$ cat config.mk
export PLATFORM = sky130hd
export DESIGN_NAME = rtc_irq_flags
export DESIGN_NICKNAME = d
export VERILOG_FILES = /design/src/rtl/rtc_irq_pkg.sv /design/src/rtl/rtc_ctl_reg.sv /design/src/rtl/rtc_src_flag.sv /design/src/rtl/rtc_status_reg.sv /design/src/rtl/rtc_rd_port.sv /design/src/rtl/rtc_irq_flags.sv
export SDC_FILE = /design/constraint.sdc
export NUM_CORES = 1
export LEC_CHECK = 0
export ABC_AREA = 1
export CAP_MARGIN = 25
export CORE_MARGIN = 4
export CORE_UTILIZATION = 48
export CTS_BUF_LIST = sky130_fd_sc_hd__clkbuf_16
export DETAILED_ROUTE_END_ITERATION = 8
export GPL_ROUTABILITY_DRIVEN = 0
export GPL_TIMING_DRIVEN = 0
export PLACE_DENSITY = 0.82
export SLEW_MARGIN = 10
export SYNTH_ARGS = -nofsm -noshare
export SYNTH_HDL_FRONTEND = slang
export SYNTH_SLANG_ARGS = --single-unit
$ cat constraint.sdc
create_clock -name clk -period 1.7 [get_ports clk]
set_clock_uncertainty 0.1 [all_clocks]
set_input_delay 0.34 -clock clk [delete_from_list [all_inputs] [get_ports clk]]
set_output_delay 0.34 -clock clk [all_outputs]
set_load 0.02 [all_outputs]
$ cat src/rtl/rtc_irq_pkg.sv
package rtc_irq_pkg;

  typedef enum logic [1:0] {
    SEL_NONE = 2'd0,
    SEL_CTL  = 2'd1,
    SEL_STAT = 2'd2,
    SEL_AUX  = 2'd3
  } reg_sel_e;

  // Source indices within the flag/enable field.
  localparam int NSRC    = 3;
  localparam int SRC_UPD = 0;
  localparam int SRC_ALM = 1;
  localparam int SRC_PER = 2;

  // Bit positions shared by the status and control bytes.
  localparam int SRC_LSB    = 4;
  localparam int BIT_SUM    = 7;
  localparam int BIT_FREEZE = 7;
  localparam int BIT_SQW    = 3;
  localparam int BYTE_W     = 8;

endpackage

$ cat src/rtl/rtc_ctl_reg.sv
module rtc_ctl_reg
  import rtc_irq_pkg::*;
#(
  parameter logic [BYTE_W-1:0] CTL_RESET = 8'h02
) (
  input  logic              clk,
  input  logic              rst,
  input  logic              wr,
  input  logic [BYTE_W-1:0] wdata,
  output logic [BYTE_W-1:0] ctl_q,
  output logic [NSRC-1:0]   en_next
);

  localparam logic [BYTE_W-1:0] RST_CLR =
    (BYTE_W'(1) << (SRC_LSB + SRC_PER)) |
    (BYTE_W'(1) << (SRC_LSB + SRC_ALM)) |
    (BYTE_W'(1) << BIT_SQW);

  logic [BYTE_W-1:0] wmasked;
  logic [BYTE_W-1:0] ctl_d;

  // The freeze bit suppresses the update enable on the same write.
  always_comb begin
    wmasked = wdata;
    if (wdata[BIT_FREEZE]) begin
      wmasked[SRC_LSB + SRC_UPD] = 1'b0;
    end
  end

  assign ctl_d   = wr ? wmasked : ctl_q;
  assign en_next = ctl_d[SRC_LSB +: NSRC];

  always_ff @(posedge clk) begin
    if (rst) begin
      ctl_q <= CTL_RESET & ~RST_CLR;
    end else begin
      ctl_q <= ctl_d;
    end
  end

endmodule

$ cat src/rtl/rtc_src_flag.sv
module rtc_src_flag #(
  parameter bit ALWAYS_RAISE = 1'b0
) (
  input  logic evt,
  input  logic flag_base,
  input  logic en,
  output logic flag_next,
  output logic raise
);

  assign flag_next = flag_base | evt;

  generate
    if (ALWAYS_RAISE) begin : g_tick
      // Every tick requests an interrupt when enabled.
      assign raise = evt & en;
    end else begin : g_edge
      // Only a clear-to-set transition requests an interrupt.
      assign raise = evt & ~flag_base & en;
    end
  endgenerate

endmodule

$ cat src/rtl/rtc_status_reg.sv
module rtc_status_reg
  import rtc_irq_pkg::*;
(
  input  logic              clk,
  input  logic              rst,
  input  logic              rd_clr,
  input  logic              ctl_wr,
  input  logic [NSRC-1:0]   en_next,
  input  logic [NSRC-1:0]   evt,
  output logic [BYTE_W-1:0] stat_q
);

  logic [NSRC-1:0]   flags_base;
  logic [NSRC-1:0]   flags_next;
  logic [NSRC-1:0]   raise;
  logic              sum_base;
  logic              sum_mid;
  logic              sum_next;
  logic [BYTE_W-1:0] stat_d;

  assign flags_base = rd_clr ? '0 : stat_q[SRC_LSB +: NSRC];
  assign sum_base   = rd_clr ? 1'b0 : stat_q[BIT_SUM];

  generate
    for (genvar i = 0; i < NSRC; i++) begin : g_src
      rtc_src_flag #(
        .ALWAYS_RAISE(i == SRC_PER)
      ) u_flag (
        .evt       (evt[i]),
        .flag_base (flags_base[i]),
        .en        (en_next[i]),
        .flag_next (flags_next[i]),
        .raise     (raise[i])
      );
    end
  endgenerate

  // A control write re-evaluates the request against pending flags.
  assign sum_mid  = ctl_wr ? |(en_next & flags_base) : sum_base;
  assign sum_next = sum_mid | (|raise);

  always_comb begin
    stat_d                     = '0;
    stat_d[BIT_SUM]            = sum_next;
    stat_d[SRC_LSB +: NSRC]    = flags_next;
  end

  always_ff @(posedge clk) begin
    if (rst) begin
      stat_q <= '0;
    end else begin
      stat_q <= stat_d;
    end
  end

endmodule

$ cat src/rtl/rtc_rd_port.sv
module rtc_rd_port
  import rtc_irq_pkg::*;
#(
  parameter logic [BYTE_W-1:0] AUX_VALUE = 8'h80
) (
  input  logic              clk,
  input  logic              rst,
  input  logic              rd_en,
  input  logic [1:0]        rd_sel,
  input  logic [BYTE_W-1:0] ctl_q,
  input  logic [BYTE_W-1:0] stat_q,
  output logic [BYTE_W-1:0] rd_data
);

  logic [BYTE_W-1:0] mux;

  always_comb begin
    unique case (reg_sel_e'(rd_sel))
      SEL_CTL:  mux = ctl_q;
      SEL_STAT: mux = stat_q;
      SEL_AUX:  mux = AUX_VALUE;
      default:  mux = '0;
    endcase
  end

  always_ff @(posedge clk) begin
    if (rst) begin
      rd_data <= '0;
    end else if (rd_en) begin
      rd_data <= mux;
    end
  end

endmodule

$ cat src/rtl/rtc_irq_flags.sv
module rtc_irq_flags
  import rtc_irq_pkg::*;
#(
  parameter logic [7:0] CTL_RESET = 8'h02,
  parameter logic [7:0] AUX_VALUE = 8'h80
) (
  input  logic       clk,
  input  logic       rst,
  input  logic       evt_periodic,
  input  logic       evt_alarm,
  input  logic       evt_update,
  input  logic       wr_en,
  input  logic [1:0] wr_sel,
  input  logic [7:0] wr_data,
  input  logic       rd_en,
  input  logic [1:0] rd_sel,
  output logic [7:0] rd_data,
  output logic       irq
);

  logic              ctl_wr;
  logic              rd_clr;
  logic [NSRC-1:0]   evt;
  logic [NSRC-1:0]   en_next;
  logic [BYTE_W-1:0] ctl_q;
  logic [BYTE_W-1:0] stat_q;

  assign ctl_wr = wr_en && (reg_sel_e'(wr_sel) == SEL_CTL);
  assign rd_clr = rd_en && (reg_sel_e'(rd_sel) == SEL_STAT);

  always_comb begin
    evt          = '0;
    evt[SRC_PER] = evt_periodic;
    evt[SRC_ALM] = evt_alarm;
    evt[SRC_UPD] = evt_update;
  end

  rtc_ctl_reg #(
    .CTL_RESET(CTL_RESET)
  ) u_ctl (
    .clk     (clk),
    .rst     (rst),
    .wr      (ctl_wr),
    .wdata   (wr_data),
    .ctl_q   (ctl_q),
    .en_next (en_next)
  );

  rtc_status_reg u_stat (
    .clk     (clk),
    .rst     (rst),
    .rd_clr  (rd_clr),
    .ctl_wr  (ctl_wr),
    .en_next (en_next),
    .evt     (evt),
    .stat_q  (stat_q)
  );

  rtc_rd_port #(
    .AUX_VALUE(AUX_VALUE)
  ) u_rd (
    .clk     (clk),
    .rst     (rst),
    .rd_en   (rd_en),
    .rd_sel  (rd_sel),
    .ctl_q   (ctl_q),
    .stat_q  (stat_q),
    .rd_data (rd_data)
  );

  assign irq = stat_q[BIT_SUM];

endmodule

# Yosys cells after proc, flatten, opt, wreduce, memory -nomap -nowiden

Index checks and enable logic that the tools add are counted.

Bits in registers: 24
Word-level logic and storage cells: 31

Equal/unequal tests: 4
Mux-type cells: 6
Bitwise operators: 12
Reductions and logical operators: 4

Operator list:

| kind                 | count |
|---|---|
| $pmux W8 S3          | 1 |
| $mux W7              | 1 |
| $reduce_or A3 Y1     | 2 |
| $and A1 B1 Y1        | 5 |
| $eq A2 B1 Y1 const B | 2 |
| $eq A2 B2 Y1 const B | 2 |
| $or A1 B1 Y1         | 4 |
| $and A3 B3 Y3        | 1 |
| $mux W1              | 3 |
| $mux W3              | 1 |
| $logic_and A1 B1 Y1  | 2 |
| $not A1 Y1           | 2 |

# Depth between registers and ports, before layout

Gate-level depths: netlist of the first run.

Word-level depth: 8
Depth in mapped cells: 9
Gate-level depth less buffers: 8

# Modules after synthesis

Synthesis of the first run repeated with hierarchy kept, for this count alone.

Cells, all modules: 155
Area, all modules: 1047.3 µm²

Modules (own cells, without submodules):

| module                                    | instances | cells each | area an instance (µm²) | seq. area each (µm²) |
|---|---|---|---|---|
| rtc_rd_port                               | 1         | 67         | 439.2                  | 160.2 |
| rtc_ctl_reg                               | 1         | 39         | 327.8                  | 160.2 |
| rtc_status_reg                            | 1         | 34         | 214.0                  | 80.1 |
| rtc_src_flag (u_stat.g_src[0].u_flag ...) | 2         | 3          | 13.8                   | 0.0 |
| rtc_irq_flags                             | 1         | 4          | 20.0                   | 0.0 |
| rtc_src_flag (u_stat.g_src[2].u_flag)     | 1         | 5          | 18.8                   | 0.0 |

# Worst setup path after synthesis of the first run

OpenSTA, ideal clock, no wires.

Path kind: input to register
Start point: input rd_en
End point: register u_stat.stat_q[7]
Library setup time: 111 ps
Data arrival time: 946 ps
Data required time: 1489 ps
Setup slack: 542 ps
Stages: 8
Cell sequence: buf_4 -> nand3_2 -> nand2_1 -> nand2_1 -> nand3_1 -> nand2_1 -> nor2_1 -> nor2_1

Longest elaborated chain between the ends: 7
Elaborated cells on any way between the ends: 14

Ends and longest elaborated chain:

| what                        | RTL line             | source |
|---|---|---|
| start: declaration          | rtc_irq_flags.sv:15  | `input logic rd_en,` |
| $logic_and A1 B1 Y1 *       | rtc_irq_flags.sv:29  | `assign rd_clr = rd_en && (reg_sel_e'(rd_sel) == SEL_STAT);` |
| $mux W3                     | rtc_status_reg.sv:21 | `assign flags_base = rd_clr ? '0 : stat_q[SRC_LSB +: NSRC];` |
| $not A1 Y1                  | rtc_src_flag.sv:19   | `assign raise = evt & ~flag_base & en;` |
| $and A1 B1 Y1 (2 in series) | rtc_src_flag.sv:19   |  |
| $reduce_or A3 Y1            | rtc_status_reg.sv:40 | `assign sum_next = sum_mid \| (\|raise);` |
| $or A1 B1 Y1 *              | rtc_status_reg.sv:40 |  |
| end signal: assignment      | rtc_status_reg.sv:52 | `stat_q <= stat_d;` |
| end: declaration            | rtc_status_reg.sv:10 | `output logic [BYTE_W-1:0] stat_q` |

Mark *: on every way between the ends. The rest lies on a longest branch, timed or not.
A chain may end at the register's enable or synchronous reset.

# Final worst setup path of the first run

Start point: register u_stat.stat_q[7]
End point: output irq

RTL lines:

| what             | RTL line            | source |
|---|---|---|
| end: declaration | rtc_irq_flags.sv:18 | `output logic irq` |

No word-level cell between the ends.

==> results.ini, run 1 <==
[route]
drt-wirelength-per-cell_um = 11.6
first_pass_iters = 4
route.detailed.drc = 0
drt_iter0_drc = 19
ant_nets = 0
drt-total-wl_um = 2030
dr_total_vias = 860
vias_per_cell = 4.91

[cts]
cts.sinks = 20
clkLatencyLatePin_ns = 0.25
cts_hold_buffers = 0
clk_pin_slew_ns = 0.05
cts_max_level = 1
cts-buffers-inserted = 3
cts_tree = built
cts_setup_buffers = 0
cts_resized = 0
clock_path_buffers = 2
cts-root-buf = clkbuf_16

[synth]
ys_seq_area_share_pct = 44.2
synth_seq_cells = 20
yosys_warnings = 0
syn_nets = 141
synthDistinctLibCells = 17
synth_area_um2 = 906
avgSynthCellArea_um2 = 7.43
synthCells = 122

[worst_hold_path]
hp-start = rst
hold_end = u_ctl.ctl_q[6]
hp-class = in2reg
whs_path_depth = 2

[cells_and_area]
fillCellCount = 169
layout.nets = 171
final_cell_mix = nand2_1, clkdlybuf4s50_1, dfxtp_1
diodes = 0
multiInputGateArea_um2 = 417
utilization_pct = 71.6
finalNonFillerCells = 175
area_growth_pct = 39.4
drive_gt1_share_pct = 13.3
seq_area_um2 = 400
final_common_cell = nand2_1

[power_and_ir_drop]
p_sw_uw = 251
total_leakage_power_nw = 0.562
power.switching_fraction_pct = 22.1
p_clk_share_pct = 40.9
power.density_nw_per_um2 = 900
vdd_drop_max_uv = 464
p_int_uw = 885
p_seq_share_pct = 44.6
comb_power_share_pct = 14.5

[floorplan]
rows = 15
io_pins = 28
dieHeight_um = 51.4
floorplan.initialDensity_pct = 51.3
fp.dieArea_um2 = 2650
core_um2 = 1760
fp.dieW_um = 51.4

[grt]
grt_pass1_vias = 790
grt.total_usage_pct = 16.4
overflow = 0
antenna_found_initial = 0
grt_pass1_wl_um = 3240
grt_start_max_net_pins = 11

[worst_setup_path]
crit_path_end_kind = primary output
start_kind = flop
regToRegEndpoint = u_stat.stat_q[7]
r2r_slack_ns = 0.75
crit_slowest_cell = clkdlybuf4s50_1
crit_fanout = 3
critical-path-top-delay-family = buffers and inverters
rr_worst_depth = 6
worstPathRequired_ns = 1.26
crit_buf_inv = 1
worstPathArrival_ns = 1.21
critPathMaxStageDelay_ns = 0.61
r2r_start = u_ctl.ctl_q[5]
path_cells = clkdlybuf4s50_1
crit_type = reg2out

[placement]
dp.cells = 172
io_buffers = 25
hpwl_um = 1450

[run_status]
status = completed

[timing]
slew_headroom_pct = 85.6
finalCritPeriodShare_pct = 97.2
rsz0062_at_grt = no
tns_ns = 0
hold_viol = 0
fmax_mhz = 605
tightest_slew_ns = 0.216
min_period_ns = 1.65
slew_viol_final = 0
holdWs_ns = 0.180
setup_viol = 0

[run]
cap_violations = 0

==> kinds of logic after synthesis <==
logic type,count (synthesis),synth area share (%)
buffers and inverters,18,9.81
DFF,20,44.2
AOI/OAI and AO/OA,21,11.7
and+or+nand+nor,63,34.3
==> cells in the mapped netlist <==
cell     count  area, µm²
a21oi_1     10       50.1
a31oi_1      1       6.26
buf_2        2       10.0
buf_4        1       7.51
buf_6        2       22.5
dfxtp_1     20        400
inv_1       11       41.3
inv_2        2       7.51
nand2_1     27        101
nand2_2      4       25.0
nand2_4      1       11.3
nand3_1     11       55.1
nand3_2      4       40.0
nand4_1      4       25.0
nor2_1      11       41.3
nor2_4       1       11.3
o21ai_0     10       50.1
==> routing by layer <==
| metal | vias to the layer above | share of wire [%] | wire (µm) | GRT usage (%) |
|---|---|---|---|---|
| met4 | 0 | 1.7 | 34 | 9.61 |
| met3 | 5 | 6.7 | 135 | 3.79 |
| met1 | 372 | 43 | 869 | 18.8 |
| met5 | - | 0 | 0 | 0 |
| met2 | 30 | 49 | 985 | 27.5 |
| li1 | 453 | - | - | - |
==> final cells by class <==
type	count	area share (%)
Buffer	5	3.17
Clock buffer	3	5.95
Inverter	13	3.87
Multi-Input combinational cell	84	33.0
Sequential cell	20	31.7
Tap cell	25	2.48
Timing Repair Buffer	25	19.8
==> worst max path at each step <==
stage / startpoint / to / slack [ns] / depth (start not counted)
4_1_cts: u_stat.stat_q[7] / irq / 0.04 / 1
2_1_floorplan: rd_en / u_stat.stat_q[7] / 0.54 / 8
6_report: u_stat.stat_q[7] / irq / 0.05 / 1
3_5_place_dp: wr_sel[1] / u_stat.stat_q[7] / -0.01 / 9
3_3_place_gp: wr_sel[1] / u_stat.stat_q[7] / -0.001 / 9
5_1_grt: u_stat.stat_q[7] / irq / 0.009 / 1
==> power by group through the flow <==
stage               combinational, mW  clock, mW  sequential [mW]
floorplan                      0.0763          0            0.526
global placement                0.159          0            0.516
detailed placement              0.163          0            0.516
CTS                             0.165      0.472            0.507
global route                    0.181      0.492            0.510
finish                          0.165      0.465            0.507
==> sequential cells by signal (all words and copies together), names as in the netlist <==
signal / count
u_ctl.ctl_q: 8
u_rd.rd_data: 8
u_stat.stat_q: 4
==> stage by stage <==
stage / power, mW / instance area [µm²] / setup WS (ns)
detailed placement: 0.679 / 1190 / -0.0137
CTS: 1.14 / 1260 / 0.0387
global placement: 0.675 / 1190 / -0.00103
finish: 1.14 / 1260 / 0.0476
floorplan: 0.602 / 906 / 0.542
global route: 1.18 / 1260 / 0.00903
No activity file was read; power rests on OpenSTA's default activity.
==> inputs of run 2 (changes only) <==
- CORE_UTILIZATION: 48 -> 45
- PLACE_DENSITY: 0.82 -> 0.78
- clock period: 1.7 -> 1.6 ns (I/O delays scaled with it)
==> run 2 against run 1 <==
Effect of this change:
- first-iteration DRC count unchanged
- non-clock buffer count unchanged
- sequential share of layout area down 0.28 points
- setup slack better by 0.10 ns
- core utilization down 1.6 points
- combinational power up 4%
- hold slack worse by 0.021 ns
- cell count up 0.57%
- power up 6.8%
- sequential cell count unchanged
- global-route usage down 0.091 points
- sequential power up 6.1%
- critical path type is now in2reg
- largest cell class unchanged
==> results.ini, run 2 (synthesis gave the netlist of run 1 again) <==
[timing]
setup_viol = 0  ; unchanged
min_period_ns = 1.45
tns_ns = 0  ; unchanged
slew_headroom_pct = 82.9  ; -2.7 points
tightest_slew_ns = 0.255  ; +0.0385 ns
hold_viol = 0  ; unchanged
fmax_mhz = 689
holdWs_ns = 0.159  ; -0.0210 ns
slew_viol_final = 0  ; unchanged
finalCritPeriodShare_pct = 90.8
rsz0062_at_grt = no

[cells_and_area]
final_cell_mix = nand2_1, dfxtp_1, clkdlybuf4s50_1
final_area_um2 = 1270  ; +0.89%
drive_gt1_share_pct = 13.2  ; -0.088 points
utilization_pct = 70.0  ; -1.6 points
area_growth_pct = 40.6
final_common_cell = nand2_1
largestRegisters = u_ctl.ctl_q (8), u_rd.rd_data (8), u_stat.stat_q (4)
layout.nets = 171  ; unchanged
diodes = 0  ; unchanged

[floorplan]
fp.dieW_um = 52.9  ; +2.8%
fp.dieArea_um2 = 2790  ; +5.6%
dieHeight_um = 52.9  ; +2.8%
floorplan.initialDensity_pct = 49.8  ; -1.6 points
core_um2 = 1820  ; +3.2%
rows = 15  ; unchanged
io_pins = 28  ; unchanged

[power_and_ir_drop]
p_int_uw = 940  ; +6.2%
power.switching_fraction_pct = 22.6  ; +0.46 points
comb_power_share_pct = 14.1  ; -0.4 points
p_sw_uw = 274  ; +9.0%
power.density_nw_per_um2 = 953  ; +5.8%
vdd_drop_max_uv = 753  ; +62%
total_leakage_power_nw = 0.660  ; +17%
power_mw = 1.21  ; +6.8%
p_clk_share_pct = 41.6  ; +0.7 points
p_seq_share_pct = 44.3  ; -0.3 points

[cts]
cts.sinks = 20  ; unchanged
cts_tree = built
cts_max_level = 1  ; unchanged
cts-buffers-inserted = 3  ; unchanged
cts_setup_buffers = 0  ; unchanged
clk_pin_slew_ns = 0.05  ; about the same
clock_path_buffers = 2  ; unchanged
clkLatencyLatePin_ns = 0.25  ; about the same
cts-root-buf = clkbuf_16

[worst_hold_path]
whs_path_depth = 2  ; unchanged
hp-class = in2reg
hp-start = rst
hold_end = u_ctl.ctl_q[6]

[worst_setup_path]
path_cells = clkdlybuf4s50_1, nand3_2, nand2_1, nand2_1, nand3_1, nand2_1, nor2_1, nor2_1
rr_worst_depth = 2  ; -4
cpMostUsedCell = nand2_1
crit_path_end_kind = flop
crit_buf_inv = 1  ; unchanged
crit_type = in2reg
worstPathRequired_ns = 1.65  ; +0.39 ns
critPathMaxStageDelay_ns = 0.58  ; -0.03 ns
crit_fanout = 6  ; +3
start_kind = input port
regToRegEndpoint = u_rd.rd_data[7]
critical-path-top-delay-family = simple AND/OR/NAND/NOR gates
r2r_slack_ns = 0.67  ; -0.08 ns
crit_slowest_cell = clkdlybuf4s50_1
worstPathArrival_ns = 1.50  ; +0.29 ns
r2r_start = u_stat.stat_q[7]

[route]
vias_per_cell = 4.92  ; +0.13%
dr_total_vias = 866  ; +0.70%
first_pass_iters = 4  ; unchanged
drt-wirelength-per-cell_um = 11.6  ; +0.17%
route.detailed.drc = 0  ; unchanged
drt_iter0_drc = 19  ; unchanged
drt-total-wl_um = 2040  ; +0.74%
ant_nets = 0  ; unchanged

[grt]
busiest_layer = met2
grt_pass1_wl_um = 3340  ; +3.2%
grt_pass1_vias = 768  ; -2.8%
grt.total_usage_pct = 16.3  ; -0.091 points
grt_start_max_net_pins = 12  ; +1
use_met2_pct = 27.7  ; +0.14 points
met1_usage_pct = 20.5  ; +1.7 points
antenna_found_initial = 0  ; unchanged
grtUsageMet3_pct = 3.38  ; -0.41 points
overflow = 0  ; unchanged

[placement]
post_dp_cell_area_um2 = 1190  ; unchanged
io_buffers = 25  ; unchanged
hpwl_um = 1590  ; +10%

[run_status]
status = completed

[run]
cap_violations = 0  ; unchanged

[run 2: power by group through the flow]
stage	Clock (mW)	Sequential, mW	Combinational, mW
after floorplan	0	0.558	0.0811
after CTS	0.512	0.538	0.173
after global placement	0	0.548	0.170
after detailed placement	0	0.549	0.175
final	0.504	0.538	0.171
after global routing	0.534	0.541	0.188
[run 2: worst max path at each step]
| stage | from | to | cells after the start |
|---|---|---|---|
| 2_1_floorplan | rd_en | u_stat.stat_q[7] | 8 |
| 3_3_place_gp | wr_sel[1] | u_stat.stat_q[7] | 9 |
| 3_5_place_dp | rd_sel[1] | u_stat.stat_q[7] | 8 |
| 4_1_cts | u_rd.rd_data[3] | rd_data[3] | 1 |
| 5_1_grt | rd_sel[1] | u_stat.stat_q[7] | 8 |
| 6_report | rd_sel[1] | u_stat.stat_q[7] | 8 |
[run 2: metal layers]
| metal | wire length [µm] | share of wire, % |
|---|---|---|
| met1 | 916 | 45 |
| met2 | 984 | 48 |
| met3 | 113 | 5.5 |
| met4 | 26 | 1.3 |
| met5 | 0 | 0 |
[run 2: per-stage QoR]
step / instances / setup slack [ns]
finish: 176 / 0.148
global route: 176 / 0.0181
CTS: 176 / 0.0000999
detailed placement: 172 / -0.109
global placement: 172 / -0.0817
floorplan: 122 / 0.462
[run 2: timing repair]
item	CTS	global route
hold buffers	0	0
gates resized for setup	4	5
setup endpoints to repair	4	5
[run 2: area by class of cell]
type / count / area, µm²
fill: 159 / 547
tap: 25 / 31.3
clock buffer: 3 / 75.1
multi-input combinational: 84 / 417
clock inverter: 1 / 3.75
buffer: 5 / 40.0
sequential: 20 / 400
inverter: 13 / 48.8
timing repair buffer: 25 / 258
==> inputs of run 3 (changes only) <==
- CORE_UTILIZATION: 45 -> 40
- PLACE_DENSITY: 0.78 -> 0.7
- RECOVER_POWER: not set -> 100
==> run 3 against run 2 <==
Effect of this change:
- via count down 3.2%
- setup slack worse by 0.020 ns
- sequential cell count stayed put
- power is 13% higher
- critical path type unchanged
- critical endpoint unchanged
- largest power group is now clock
==> results.ini, run 3 (synthesis gave the netlist of run 1 again) <==
[route]
first_pass_iters = 4  ; unchanged
vias_per_cell = 4.71  ; -4.3%
ant_nets = 0  ; unchanged
drt-wirelength-per-cell_um = 10.4  ; -11%
dr_total_vias = 838  ; -3.2%
drt-total-wl_um = 1840  ; -9.7%
route.detailed.drc = 0  ; unchanged
drt_iter0_drc = 10  ; -9

[cells_and_area]
seq_area_um2 = 400  ; unchanged
fillCellCount = 191  ; +20%
final_common_cell = nand2_1
layout.nets = 171  ; unchanged
drive_gt1_share_pct = 13.2  ; unchanged
area_growth_pct = 40.1
largestRegisters = u_ctl.ctl_q (8), u_rd.rd_data (8), u_stat.stat_q (4)
finalNonFillerCells = 178  ; +1.1%
final_area_um2 = 1270  ; -0.39%
final_cell_mix = nand2_1, dfxtp_1, clkdlybuf4s50_1
multiInputGateArea_um2 = 417  ; unchanged
diodes = 0  ; unchanged

[cts]
cts-root-buf = clkbuf_16
clock_path_buffers = 2  ; unchanged
clkLatencyLatePin_ns = 0.25  ; about the same
cts-buffers-inserted = 3  ; unchanged
cts.sinks = 20  ; unchanged
cts_max_level = 1  ; unchanged
cts_tree = built
clk_pin_slew_ns = 0.05  ; about the same

[grt]
grt_pass1_vias = 801  ; +4.3%
grt.total_usage_pct = 13.1  ; -3.2 points
overflow = 0  ; unchanged
grt_pass1_wl_um = 3260  ; -2.3%
grt_start_max_net_pins = 13  ; +1
antenna_found_initial = 0  ; unchanged

[worst_setup_path]
crit_path_end_kind = flop
crit_fanout = 10  ; +4
r2r_start = u_stat.stat_q[5]
worstPathArrival_ns = 1.52  ; +0.02 ns
crit_type = in2reg
critPathCapture = u_stat.stat_q[7]
regToRegEndpoint = u_stat.stat_q[7]
r2r_slack_ns = 0.69  ; +0.02 ns
start_kind = input port
critPathLaunch = wr_sel[0]
rr_worst_depth = 6  ; +4
worstPathRequired_ns = 1.65  ; about the same

[power_and_ir_drop]
vdd_drop_max_uv = 611  ; -19%
total_leakage_power_nw = 0.596  ; -9.7%
power.density_nw_per_um2 = 1080  ; +14%
power_mw = 1.37  ; +13%

[timing]
finalCritPeriodShare_pct = 92.0  ; +1.2 points
hold_viol = 0  ; unchanged
fmax_mhz = 679  ; -1.3%
rsz0062_at_grt = no
worst_slack_ns = 0.128  ; -0.0197 ns
slew_viol_final = 0  ; unchanged
setup_viol = 0  ; unchanged
min_period_ns = 1.47  ; +0.0197 ns
tightest_slew_ns = 0.254  ; -0.000614 ns
slew_headroom_pct = 83.1  ; +0.29 points

[worst_hold_path]
hp-start = rst
hp-class = in2reg

[placement]
io_buffers = 25  ; unchanged
hpwl_um = 1440  ; -9.4%
dp.cells = 174  ; +1.2%
post_dp_cell_area_um2 = 1190  ; +0.21%
pre_cts_ws_ns = -0.0953  ; +0.0136 ns

[floorplan]
floorplan.initialDensity_pct = 43.9  ; -5.8 points
fp.dieW_um = 55.6  ; +5.2%
dieHeight_um = 55.6  ; +5.2%
core_um2 = 2060  ; +13%
io_pins = 28  ; unchanged
rows = 16  ; +1
fp.dieArea_um2 = 3090  ; +11%

[run]
cap_violations = 0  ; unchanged

[run_status]
status = completed

==> run 3: metrics by stage <==
step | util (%) | TNS (ns) | hold slack (ns)
2_1_floorplan | - | 0 | 0.333
3_3_place_gp | 57.7 | -0.0848 | 0.353
3_5_place_dp | 57.7 | -0.0953 | 0.359
4_1_cts | 62.4 | 0 | 0.153
5_1_grt | 61.5 | 0 | 0.162
6_report | 61.5 | 0 | 0.158
==> run 3: how the worst min path moves through the flow <==
| stage | end | slack, ns | cells after the start |
|---|---|---|---|
| floorplan | u_ctl.ctl_q[1] | 0.33 | 2 |
| global placement | u_rd.rd_data[0] | 0.35 | 2 |
| detailed placement | u_ctl.ctl_q[1] | 0.36 | 2 |
| CTS | u_ctl.ctl_q[4] | 0.15 | 2 |
| global route | u_ctl.ctl_q[6] | 0.16 | 2 |
| finish | u_ctl.ctl_q[4] | 0.16 | 2 |
==> run 3: where the power goes <==
group          internal [mW]  switching [mW]
registers              0.523          0.0143
clock network          0.496           0.178
logic                 0.0776          0.0841
total                   1.10           0.276
==> run 3: worst max-delay path: stages <==
cell	delay, ns
dlygate4sd3_1	0.59
nand3_2	0.12
buf_6	0.16
nand2_4	0.06
nand2_2	0.05
nand3_2	0.06
nand2_1	0.04
nor2_1	0.08
nor2_1	0.04
==> run 3: layout make-up <==
cell class / instances / share of cell area (%)
Tap cell: 27 / 2.66
Clock buffer: 3 / 5.92
Timing Repair Buffer: 25 / 17.7
Inverter: 13 / 3.85
Sequential cell: 20 / 31.6
Buffer: 5 / 3.16
Clock inverter: 1 / 2.37
Multi-Input combinational cell: 84 / 32.8
==> run 3: metal layers <==
layer | up-vias | global-route usage [%] | share of wire, %
li1 | 456 | - | -
met1 | 355 | 16.9 | 49
met2 | 23 | 20.1 | 43
met3 | 4 | 2.78 | 6.5
met4 | 0 | 7.29 | 1.7
met5 | - | 0 | 0
==> run 3: what timing repair did <==
action,CTS,global route
resized for setup,6,3
setup buffers,0,0
gates cloned,0,0
endpoints found under the setup margin,6,3
hold buffers,0,0
